===== config.mk =====
export PLATFORM = sky130hd
export DESIGN_NAME = i2c_msg_target
export DESIGN_NICKNAME = d
export VERILOG_FILES = /design/src/rtl/i2c_msg_target_pkg.sv /design/src/rtl/i2c_line_sync.sv /design/src/rtl/msg_byte_fifo.sv /design/src/rtl/i2c_msg_target.sv
export SDC_FILE = /design/constraint.sdc
export NUM_CORES = 1
export LEC_CHECK = 0
export BUFFER_PORTS_ARGS = -buffer_cell sky130_fd_sc_hd__buf_2
export CAP_MARGIN = 30
export CORE_MARGIN = 2
export CORE_UTILIZATION = 35
export DETAILED_ROUTE_END_ITERATION = 6
export HOLD_SLACK_MARGIN = 0.12
export PLACE_DENSITY = 0.49
export SYNTH_ARGS = -nofsm -noshare
export SYNTH_HDL_FRONTEND = slang
export SYNTH_SLANG_ARGS = --single-unit

===== constraint.sdc =====
create_clock -name clk -period 4.14 [get_ports clk]
set_input_delay 0.414 -clock clk [delete_from_list [all_inputs] [get_ports clk]]
set_output_delay 0.414 -clock clk [all_outputs]
set_load 0.005 [all_outputs]

===== src/rtl/i2c_msg_target_pkg.sv =====
package i2c_msg_target_pkg;

    localparam logic [6:0] DEV_ADDR     = 7'h42;
    localparam logic [7:0] REG_COUNT_HI = 8'hFD;
    localparam logic [7:0] REG_COUNT_LO = 8'hFE;
    localparam logic [7:0] REG_STREAM   = 8'hFF;
    localparam logic [7:0] EMPTY_FILL   = 8'hFF;

    typedef enum logic [3:0] {
        ST_IDLE,
        ST_ADDR,
        ST_ADDR_ACK,
        ST_WREG,
        ST_WACK,
        ST_WDATA,
        ST_RD_LOAD,
        ST_RD_BYTE,
        ST_RD_ACK
    } tgt_state_e;

    typedef struct packed {
        tgt_state_e  state;
        logic [7:0]  shift;
        logic [3:0]  bitcnt;
        logic [7:0]  ptr;
        logic        rnw;
        logic        host_ack;
        logic [15:0] cnt_lat;
        logic        prev_hi;
        logic        chan_open;
        logic        sda_oe;
    } tgt_regs_t;

endpackage


===== src/rtl/i2c_line_sync.sv =====
module i2c_line_sync (
    input  logic clk,
    input  logic rst_n,
    input  logic scl_i,
    input  logic sda_i,
    output logic scl_s,
    output logic sda_s,
    output logic scl_rise,
    output logic scl_fall,
    output logic start_ev,
    output logic stop_ev
);
    typedef struct packed {
        logic [1:0] scl_sync;
        logic [1:0] sda_sync;
        logic       scl_prev;
        logic       sda_prev;
    } sync_t;

    sync_t s_d, s_q;

    always_comb begin
        s_d          = s_q;
        s_d.scl_sync = {s_q.scl_sync[0], scl_i};
        s_d.sda_sync = {s_q.sda_sync[0], sda_i};
        s_d.scl_prev = s_q.scl_sync[1];
        s_d.sda_prev = s_q.sda_sync[1];
    end

    always_ff @(posedge clk or negedge rst_n) begin
        if (!rst_n) s_q <= '1;
        else        s_q <= s_d;
    end

    assign scl_s    = s_q.scl_sync[1];
    assign sda_s    = s_q.sda_sync[1];
    assign scl_rise = scl_s & ~s_q.scl_prev;
    assign scl_fall = ~scl_s & s_q.scl_prev;
    assign start_ev = scl_s & s_q.scl_prev & s_q.sda_prev & ~sda_s;
    assign stop_ev  = scl_s & s_q.scl_prev & ~s_q.sda_prev & sda_s;

endmodule


===== src/rtl/msg_byte_fifo.sv =====
module msg_byte_fifo #(
    parameter int DEPTH = 64,
    parameter int WIDTH = 8,
    localparam int AW = (DEPTH > 1) ? $clog2(DEPTH) : 1,
    localparam int CW = $clog2(DEPTH + 1)
) (
    input  logic             clk,
    input  logic             rst_n,
    input  logic             wr_en,
    input  logic [WIDTH-1:0] wr_data,
    input  logic             rd_en,
    output logic [WIDTH-1:0] rd_data,
    output logic [CW-1:0]    count,
    output logic             full
);
    logic [WIDTH-1:0] mem_q [DEPTH];
    logic [AW-1:0]    wp_d, wp_q, rp_d, rp_q;
    logic [CW-1:0]    cnt_d, cnt_q;

    function automatic logic [AW-1:0] step(input logic [AW-1:0] p);
        return (p == AW'(DEPTH - 1)) ? '0 : p + AW'(1);
    endfunction

    always_comb begin
        wp_d  = wr_en ? step(wp_q) : wp_q;
        rp_d  = rd_en ? step(rp_q) : rp_q;
        cnt_d = cnt_q + CW'(wr_en) - CW'(rd_en);
    end

    always_ff @(posedge clk or negedge rst_n) begin
        if (!rst_n) begin
            wp_q  <= '0;
            rp_q  <= '0;
            cnt_q <= '0;
        end else begin
            wp_q  <= wp_d;
            rp_q  <= rp_d;
            cnt_q <= cnt_d;
        end
    end

    always_ff @(posedge clk) begin
        if (wr_en) mem_q[wp_q] <= wr_data;
    end

    assign rd_data = mem_q[rp_q];
    assign count   = cnt_q;
    assign full    = (cnt_q == CW'(DEPTH));

    assert_no_overflow_R9: assert property (@(posedge clk) disable iff (!rst_n)
        wr_en |-> (cnt_q < CW'(DEPTH)));
    assert_no_underflow_R3: assert property (@(posedge clk) disable iff (!rst_n)
        rd_en |-> (cnt_q != '0));

endmodule


===== src/rtl/i2c_msg_target.sv =====
module i2c_msg_target
    import i2c_msg_target_pkg::*;
#(
    parameter int FIFO_DEPTH     = 64,
    parameter int TIMEOUT_CYCLES = 100_000_000,
    localparam int CW = $clog2(FIFO_DEPTH + 1),
    localparam int TW = $clog2(TIMEOUT_CYCLES + 1)
) (
    input  logic       clk,
    input  logic       rst_n,
    input  logic       scl_i,
    input  logic       sda_i,
    output logic       scl_oe,
    output logic       sda_oe,
    input  logic       push_valid,
    input  logic [7:0] push_data,
    output logic       push_ready
);
    logic scl_s, sda_s, scl_rise, scl_fall, start_ev, stop_ev;
    logic          fifo_wr, fifo_rd, fifo_full;
    logic [7:0]    fifo_head;
    logic [CW-1:0] fifo_cnt;
    logic [15:0]   pending;

    tgt_regs_t     r_d, r_q;
    logic [TW-1:0] timer_d, timer_q;
    logic [7:0]    load_byte;

    i2c_line_sync u_sync (
        .clk      (clk),
        .rst_n    (rst_n),
        .scl_i    (scl_i),
        .sda_i    (sda_i),
        .scl_s    (scl_s),
        .sda_s    (sda_s),
        .scl_rise (scl_rise),
        .scl_fall (scl_fall),
        .start_ev (start_ev),
        .stop_ev  (stop_ev)
    );

    msg_byte_fifo #(.DEPTH(FIFO_DEPTH), .WIDTH(8)) u_fifo (
        .clk     (clk),
        .rst_n   (rst_n),
        .wr_en   (fifo_wr),
        .wr_data (push_data),
        .rd_en   (fifo_rd),
        .rd_data (fifo_head),
        .count   (fifo_cnt),
        .full    (fifo_full)
    );

    assign pending    = 16'(fifo_cnt);
    assign push_ready = r_q.chan_open & ~fifo_full;
    assign fifo_wr    = push_valid & push_ready;

    always_comb begin
        r_d       = r_q;
        timer_d   = timer_q;
        fifo_rd   = 1'b0;
        load_byte = 8'h00;

        // inactivity window on the stream register
        if (r_q.chan_open) begin
            if (timer_q == TW'(TIMEOUT_CYCLES - 1)) begin
                r_d.chan_open = 1'b0;
                timer_d       = '0;
            end else begin
                timer_d = timer_q + TW'(1);
            end
        end

        if (stop_ev) begin
            r_d.state  = ST_IDLE;
            r_d.sda_oe = 1'b0;
        end else if (start_ev) begin
            r_d.state   = ST_ADDR;
            r_d.bitcnt  = '0;
            r_d.sda_oe  = 1'b0;
            r_d.prev_hi = 1'b0;
        end else begin
            unique case (r_q.state)
                ST_ADDR, ST_WREG, ST_WDATA: begin
                    if (scl_rise) begin
                        r_d.shift  = {r_q.shift[6:0], sda_s};
                        r_d.bitcnt = r_q.bitcnt + 4'd1;
                    end
                    if (scl_fall && r_q.bitcnt == 4'd8) begin
                        r_d.bitcnt = '0;
                        r_d.sda_oe = 1'b1;
                        if (r_q.state == ST_ADDR) begin
                            if (r_q.shift[7:1] == DEV_ADDR) begin
                                r_d.state = ST_ADDR_ACK;
                                r_d.rnw   = r_q.shift[0];
                            end else begin
                                r_d.state  = ST_IDLE;
                                r_d.sda_oe = 1'b0;
                            end
                        end else begin
                            if (r_q.state == ST_WREG) r_d.ptr = r_q.shift;
                            r_d.state = ST_WACK;
                        end
                    end
                end
                ST_ADDR_ACK: begin
                    if (scl_fall) begin
                        r_d.sda_oe = 1'b0;
                        r_d.state  = r_q.rnw ? ST_RD_LOAD : ST_WREG;
                    end
                end
                ST_WACK: begin
                    if (scl_fall) begin
                        r_d.sda_oe = 1'b0;
                        r_d.state  = ST_WDATA;
                    end
                end
                ST_RD_LOAD: begin
                    unique case (r_q.ptr)
                        REG_COUNT_HI: begin
                            load_byte   = pending[15:8];
                            r_d.cnt_lat = pending;
                        end
                        REG_COUNT_LO: begin
                            load_byte = r_q.prev_hi ? r_q.cnt_lat[7:0] : pending[7:0];
                        end
                        REG_STREAM: begin
                            load_byte     = (fifo_cnt == '0) ? EMPTY_FILL : fifo_head;
                            fifo_rd       = (fifo_cnt != '0);
                            r_d.chan_open = 1'b1;
                            timer_d       = '0;
                        end
                        default: load_byte = 8'h00;
                    endcase
                    r_d.prev_hi = (r_q.ptr == REG_COUNT_HI);
                    r_d.ptr     = (r_q.ptr == REG_STREAM) ? REG_STREAM : r_q.ptr + 8'd1;
                    r_d.shift   = load_byte;
                    r_d.bitcnt  = '0;
                    r_d.sda_oe  = ~load_byte[7];
                    r_d.state   = ST_RD_BYTE;
                end
                ST_RD_BYTE: begin
                    if (scl_fall) begin
                        if (r_q.bitcnt == 4'd7) begin
                            r_d.sda_oe = 1'b0;
                            r_d.state  = ST_RD_ACK;
                        end else begin
                            r_d.shift  = {r_q.shift[6:0], 1'b0};
                            r_d.bitcnt = r_q.bitcnt + 4'd1;
                            r_d.sda_oe = ~r_q.shift[6];
                        end
                    end
                end
                ST_RD_ACK: begin
                    if (scl_rise) r_d.host_ack = ~sda_s;
                    if (scl_fall) r_d.state = r_q.host_ack ? ST_RD_LOAD : ST_IDLE;
                end
                default: ;
            endcase
        end
    end

    always_ff @(posedge clk or negedge rst_n) begin
        if (!rst_n) begin
            r_q     <= '0;
            timer_q <= '0;
        end else begin
            r_q     <= r_d;
            timer_q <= timer_d;
        end
    end

    assign sda_oe = r_q.sda_oe;
    assign scl_oe = (r_q.state == ST_RD_LOAD);

    assert_idle_release_R1: assert property (@(posedge clk) disable iff (!rst_n)
        (r_q.state == ST_IDLE) |-> !sda_oe);
    assert_ptr_saturate_R4: assert property (@(posedge clk) disable iff (!rst_n)
        (r_q.state == ST_RD_LOAD && r_q.ptr == REG_STREAM) |=> (r_q.ptr == REG_STREAM));
    assert_timeout_close_R7: assert property (@(posedge clk) disable iff (!rst_n)
        $fell(r_q.chan_open) |-> ($past(timer_q) == TW'(TIMEOUT_CYCLES - 1)));
    assert_stretch_low_R10: assert property (@(posedge clk) disable iff (!rst_n)
        scl_oe |-> !scl_s);

endmodule


# ---- After elaboration in Yosys (flattened, before gate mapping)
# Memory sizes are Yosys's and may differ from the RTL's.
# Cells that the tools add are included.
dict set report totals {
  latchBits 0
  input_bits 13
  rom_bits 0
  wordCells 158
  mem_bits_rw 512
  output_inout_bits 3
  register_bits 88
  n_memories 1
}
dict set report op_classes {
  magnitude_cmp 0
  shifts 0
  n_mul 0
  bitwise_logic 18
  addsub 7
  mux 60
  reduce_logical 20
  div 0
  eq_ne 34
}
# memory words word_bits read_ports rd_ports_with_merged_regs wr line_no
set memory_table {}
lappend memory_table {u_fifo.mem_q 64 8 1 0 1 msg_byte_fifo.sv:16} ;# logic [WIDTH-1:0] mem_q [DEPTH];
# operator n
set op_table {}
lappend op_table {{27-bit two-way mux} 6}
lappend op_table {{8-bit two-way mux} 7}
lappend op_table {{4-bit two-way mux} 9}
lappend op_table {{12-bit case mux with 3 select lines} 1}
lappend op_table {{8-bit case mux with 2 select lines} 2}
lappend op_table {{4-bit != test (second input constant)} 7}
lappend op_table {{27-bit by 1-bit adder with 27-bit output (second input constant)} 1}
lappend op_table {{27-bit equality test (second input constant)} 1}
lappend op_table {{8-bit equality test (second input constant)} 3}
lappend op_table {{12-bit two-way mux} 2}
lappend op_table {{4-bit case mux with 6 select lines} 1}
lappend op_table {{1-bit two-way mux} 22}
lappend op_table {{4-bit by 3-bit equality test with 1-bit output (second input constant)} 5}
lappend op_table {{6-bit AND reduction} 3}
lappend op_table {{16-bit two-way mux} 1}
lappend op_table {{7-bit equality test (second input constant)} 2}
lappend op_table {{13-bit two-way mux} 1}
lappend op_table {{6-bit by 1-bit adder with 6-bit output (second input constant)} 2}
lappend op_table {{6-bit equality test (second input constant)} 2}
lappend op_table {{6-bit two-way mux} 2}
lappend op_table {{2-bit != test (second input constant)} 6}
lappend op_table {{4-bit AND reduction} 3}
lappend op_table {{1-bit AND} 9}
lappend op_table {{1-bit NOT} 9}
lappend op_table {{26 further kinds} 32}

# ---- Logic depth before layout (Yosys ltp)
dict set report depth {
  ltp_word 10
  depth_mapped 17
  mapped_depth_nobuf 15
}

# ---- Modules after synthesis
# A second synthesis with hierarchy kept.
dict set report unflattened {
  cells_unflattened 1491
  hier_area_um2 24989.0
}
# mod n_inst cells_per_inst seq_area_each_um2 area_each_um2
set by_module_without_submodules {}
lappend by_module_without_submodules {msg_byte_fifo 1 1056 15850.2 21005.1}
lappend by_module_without_submodules {i2c_msg_target 1 425 1576.5 3793.6}
lappend by_module_without_submodules {i2c_line_sync 1 10 157.7 190.2}

# ---- Least setup slack after synthesis
# No wires, ideal clock.
dict set report synth_path {
  kind {register -> register}
  start {register r_q[43] in the netlist's numbering}
  end {register u_fifo.cnt_q[6], in the netlist u_fifo.count[6]}
  t_required_ns 4.060
  setup_time_ns 0.080
  arrival_ns 2.873
  period_less_slack_ns 2.953
  path_buffers 2
  path_slack_ns 1.187
  stages_incl_launch_ff 18
  cell_sequence {dfrtp_1 -> buf_6 -> nand2_4 -> or3_1 -> buf_2 -> clkinv_4 -> o2111ai_2 -> nor3_4 -> ha_1 -> inv_1 -> ha_1 -> fa_1 -> a21oi_1 -> nor2_1 -> o21ai_0 -> a21oi_1 -> nor2_1 -> xnor2_1}
}
dict set report synth_via {
  elab_chain_len 5
}
# item line_no
set synth_rtl {}
lappend synth_rtl {{start, declared} i2c_msg_target.sv:25} ;# tgt_regs_t r_d, r_q;
lappend synth_rtl {{start signal, assigned} i2c_msg_target.sv:167} ;# r_q <= r_d;
lappend synth_rtl {{4-bit by 3-bit equality test with 1-bit output} i2c_msg_target.sv:82} ;# unique case (r_q.state)
lappend synth_rtl {{1-bit two-way mux} i2c_msg_target.sv:82}
lappend synth_rtl {{1-bit two-way mux} i2c_msg_target.sv:76} ;# end else if (start_ev) begin
lappend synth_rtl {{1-bit two-way mux} i2c_msg_target.sv:73} ;# if (stop_ev) begin
lappend synth_rtl {{named net fifo_rd} i2c_msg_target.sv:20} ;# logic fifo_wr, fifo_rd, fifo_full;
lappend synth_rtl {{7-bit by 1-bit subtractor with 7-bit output} msg_byte_fifo.sv:27} ;# cnt_d = cnt_q + CW'(wr_en) - CW'(rd_en);
lappend synth_rtl {{named net u_fifo.cnt_d[6]} msg_byte_fifo.sv:18} ;# logic [CW-1:0] cnt_d, cnt_q;
lappend synth_rtl {{end signal, assigned} msg_byte_fifo.sv:38} ;# cnt_q <= cnt_d;
lappend synth_rtl {{end, declared} msg_byte_fifo.sv:18}
# The timed path passes the listed nets, and every way through them passes these cells.
# A chain may end at the register's enable or synchronous reset.

# ---- Worst setup path after layout
dict set report layout_path {
  start {register r_q[42] in the netlist's numbering}
  end {register u_fifo.cnt_q[6], in the netlist u_fifo.count[6]}
}
# Same word-level chain as after synthesis.

==> summary.txt <==
Run status
  – Outcome: complete, no violations

Yosys
  – Seq cells post-synth: 600
  – Syn. warnings: 0
  – Seq/Total Area, Yosys: 70.2%
  – Synthesized area: 25,000 um^2
  – Number of synthesized flops with an enable pin: 512
  – Largest family of logic cells by synthesized area: multiplexers
  – Yosys top cell area share: 61.4%
  – Synth area leaders: edfxtp_1 (61%), mux4_2 (8.5%), dfrtp_1 (8.2%), mux2i_1 (3.6%), nor2_1 (1.9%)
  – Synth Area in Adders: less than 1%
  – Post-synthesis simple-gate area fraction: 7.51%
  – Post-Syn Nets: 1,578
  – Cell variety after synth: 78
  – Area leader, netlist: edfxtp_1
  – Share of async-settable or async-resettable flops after synthesis: 14.7%
  – Synth Area in Compound Gates: 5.56%
  – Synth Area in XOR/XNOR: 1.29%
  – Cells after synthesis: roughly 1,500
  – Mux share of post-synthesis cell area: 12.4%
  – Syn avg cell area: 16.2 um^2
  – Main synth FF type: edfxtp_1

Cells and area
  – Fill cell count: 6,510
  – FF+latch area: approximately 18,000 um^2
  – Multi-input logic area: between 6000 and 7000 um^2
  – P&R area growth vs syn: 13.9%
  – Post-layout nets: roughly 1,600
  – Commonest non-fill, non-tap cell in the layout: edfxtp_1
  – Final non-filler cell total: 2,615
  – Final instance area: 28,500 um^2
  – Fraction of layout instances using a drive strength above 1: 17.4%
  – Commonest cells after routing, fill and taps aside: edfxtp_1 (512), nor2_1 (127), nand2_1 (94), mux4_2 (94), mux2i_1 (90)
  – Antenna Cells: 0

Critical path
  – Crit. End Element: register
  – CP max stage cell: dfrtp_1
  – End of the worst register-to-register path: u_fifo.count[6]
  – WP buf/inv: 2
  – Reg2reg path depth: 15
  – CP Depth: 15
  – CP Launch Type: register
  – CP Max Fanout: 16
  – CP delay by family, top: simple AND/OR/NAND/NOR gates
  – Worst EP arrival: a little over 4 ns
  – Critical Path RT: around 4.7 ns
  – Reg2Reg Setup Slack: approximately 0.63 ns
  – Worst setup path class: register to register
  – Reg-to-Reg Start: r_q[42]
  – Crit-path cells: nand2_4, or3_1, clkinv_4, o2111ai_2, nor3_4, ha_1, inv_1, ha_1, fa_1, a21oi_1, nor2_1, o21ai_0, a21oi_1, nor2_1, xnor2_1
  – CP peak stage delay: 0.59 ns

Routing
  – Vias: between 10,000 and 15,000
  – 1st-pass router iterations: 5
  – DRC Markers: 0
  – Initial DRC count: ~1,200
  – Via-per-instance ratio: 5.23
  – WL per Instance: 22.7 um
  – Detail Route Antenna Nets: 0
  – Post-Route WL: 59.3 mm

Clock network
  – CTS tree: yes
  – Htree depth: 3
  – Num CTS Buffers: 69
  – PostCTS Resize Cnt: 0
  – CTS Sinks: 600
  – Clock transition at path regs: 0.05 ns
  – CTS Buffer Depth: 3
  – Root buf cell: clkbuf_16
  – Later-pin clock latency in the skew report: around 0.62 ns

Die
  – Starting Density: 35.2%
  – Die area: 73,700 um^2
  – Rows: 98
  – CORE AREA: 71,100 um^2
  – Die width: 271 um
  – Io pins: 16
  – Die Height: 271 um

Global route
  – Largest net degree at the start of global routing: 69
  – Total global-route track usage: 16.1%
  – First-pass GRT wire length: 89.2 mm
  – Vias in the first global route: around 14,000
  – GRT overflow: 0
  – Initial antenna violation count: 3

Timing
  – Setup TNS: 0 ns
  – Setup ws final: 0.627 ns
  – RSZ-0062 raised after global routing: false
  – Worst-margin pin slew: around 0.9 ns
  – Post-Route Skew: 0.0246 ns
  – Tcrit/Tclk final: between 80% and 90%
  – Slew headroom: 39.6%
  – Fin. Hold Viols: 0
  – Max-slew violations: 0
  – Final setup violation count: 0
  – Minimum clock period: 3.51 ns
  – Fmax achieved: 285 MHz

Place
  – # port buffers: 15
  – Post-DP HPWL: 37.9 mm
  – Pre-CTS setup slack: 0.648 ns
  – Cell Area, Placed: 26,300 um^2
  – GP Congestion: 0.833
  – Placed Cells: 2,489

Power
  – Power Density: 470 nW/um^2
  – Leak: approximately 9.2 nW
  – Total chip power: 13.4 mW
  – Max VDD drop: 0.254 mV

Job
  – Max_cap viols: 0

Worst hold path
  – Hold Path Class: input pin to async pin
## per-layer routing
metal  global-route usage, %  vias up  wire [um]
met5                       0        -         27
li1                        -     6208          -
met2                    24.9      283      27500
met1                    23.2     7084      27900
met4                    4.54        4       1300
met3                    3.15       87       2650
## per-stage QoR
stage	utilization (%)	hold WS, ns
after floorplan	-	0.118
after global placement	37.0	0.350
after detailed placement	37.0	0.348
after CTS	40.0	0.238
after global routing	40.1	0.186
final	40.1	0.190
## worst max-delay path by stage
stage | end | start
after global placement | u_fifo.count[6] | r_q[42]
after global routing | u_fifo.count[6] | r_q[43]
after detailed placement | u_fifo.count[6] | r_q[42]
after CTS | u_fifo.count[6] | r_q[42]
final | u_fifo.count[6] | r_q[42]
after floorplan | u_fifo.count[6] | r_q[43]
## worst register-to-register path: cells and delay by family, from the launching register on
family,cells,cell delay [ns]
compound gates,4,0.58
xor+xnor,1,0.13
fa+ha+maj,3,0.84
buf+inv,2,0.19
flops,1,0.59
simple gates,5,1.12
## cells in the mapped netlist (4+ instances only)
cell type	n
edfxtp_1	512
nor2_1	127
mux4_2	94
nand2_1	94
mux2i_1	90
dfrtp_1	82
o21ai_0	58
a21oi_1	45
nand3_1	41
o22ai_1	33
clkbuf_1	25
inv_1	24
buf_4	22
buf_2	20
xor2_1	20
nor2b_1	19
ha_1	17
xnor2_1	17
nand4_1	16
nor3_1	14
a211oi_1	11
a22oi_1	11
nand2b_1	11
a31oi_1	9
and2_1	8
and3_1	8
mux2_2	8
o31ai_1	8
nor4_1	7
dfstp_2	6
o211ai_1	6
or4_1	6
o21a_1	5
o22a_1	5
buf_6	4
## layout make-up
cell class	count	share of cell area (%)
multi-input combinational	849	24.4
tap	950	4.17
sequential	600	61.7
timing repair buffer	69	2.01
clock buffer	87	6.44
clock inverter	34	0.974
inverter	26	0.360
## logic make-up after synthesis
logic type               count (synthesis)
AO/OA/AOI/OAI                          219
buffers and inverters                   98
XOR/XNOR                                37
multiplexers                           192
adder cells (fa/ha/maj)                 19
AND/OR/NAND/NOR                        382
flip-flops                             600
## flip-flops by register name, indices dropped and copies added, names as in the netlist
signal and flops:
u_sync.s_d 2, sda_oe 1, u_fifo.mem_q 512, timer_q 27
u_sync.s_q 2, u_fifo.wp_q 6, u_fifo.count 7, u_sync.scl_s 1
r_q 35, u_sync.sda_s 1, u_fifo.rp_q 6
## where the power goes
part	internal (mW)	switching, mW	total [mW]
clock	3.29	2.46	5.75
combinational	0.321	0.503	0.824
sequential	6.68	0.157	6.83
total	10.3	3.12	13.4
## what timing repair did
| action | 4_1_cts | 5_1_grt |
|---|---|---|
| setup buffers | 0 | 0 |
| hold endpoints to repair | 69 | 0 |
| hold buffers | 3 | 0 |
Power figures use the tool's default switching activity.
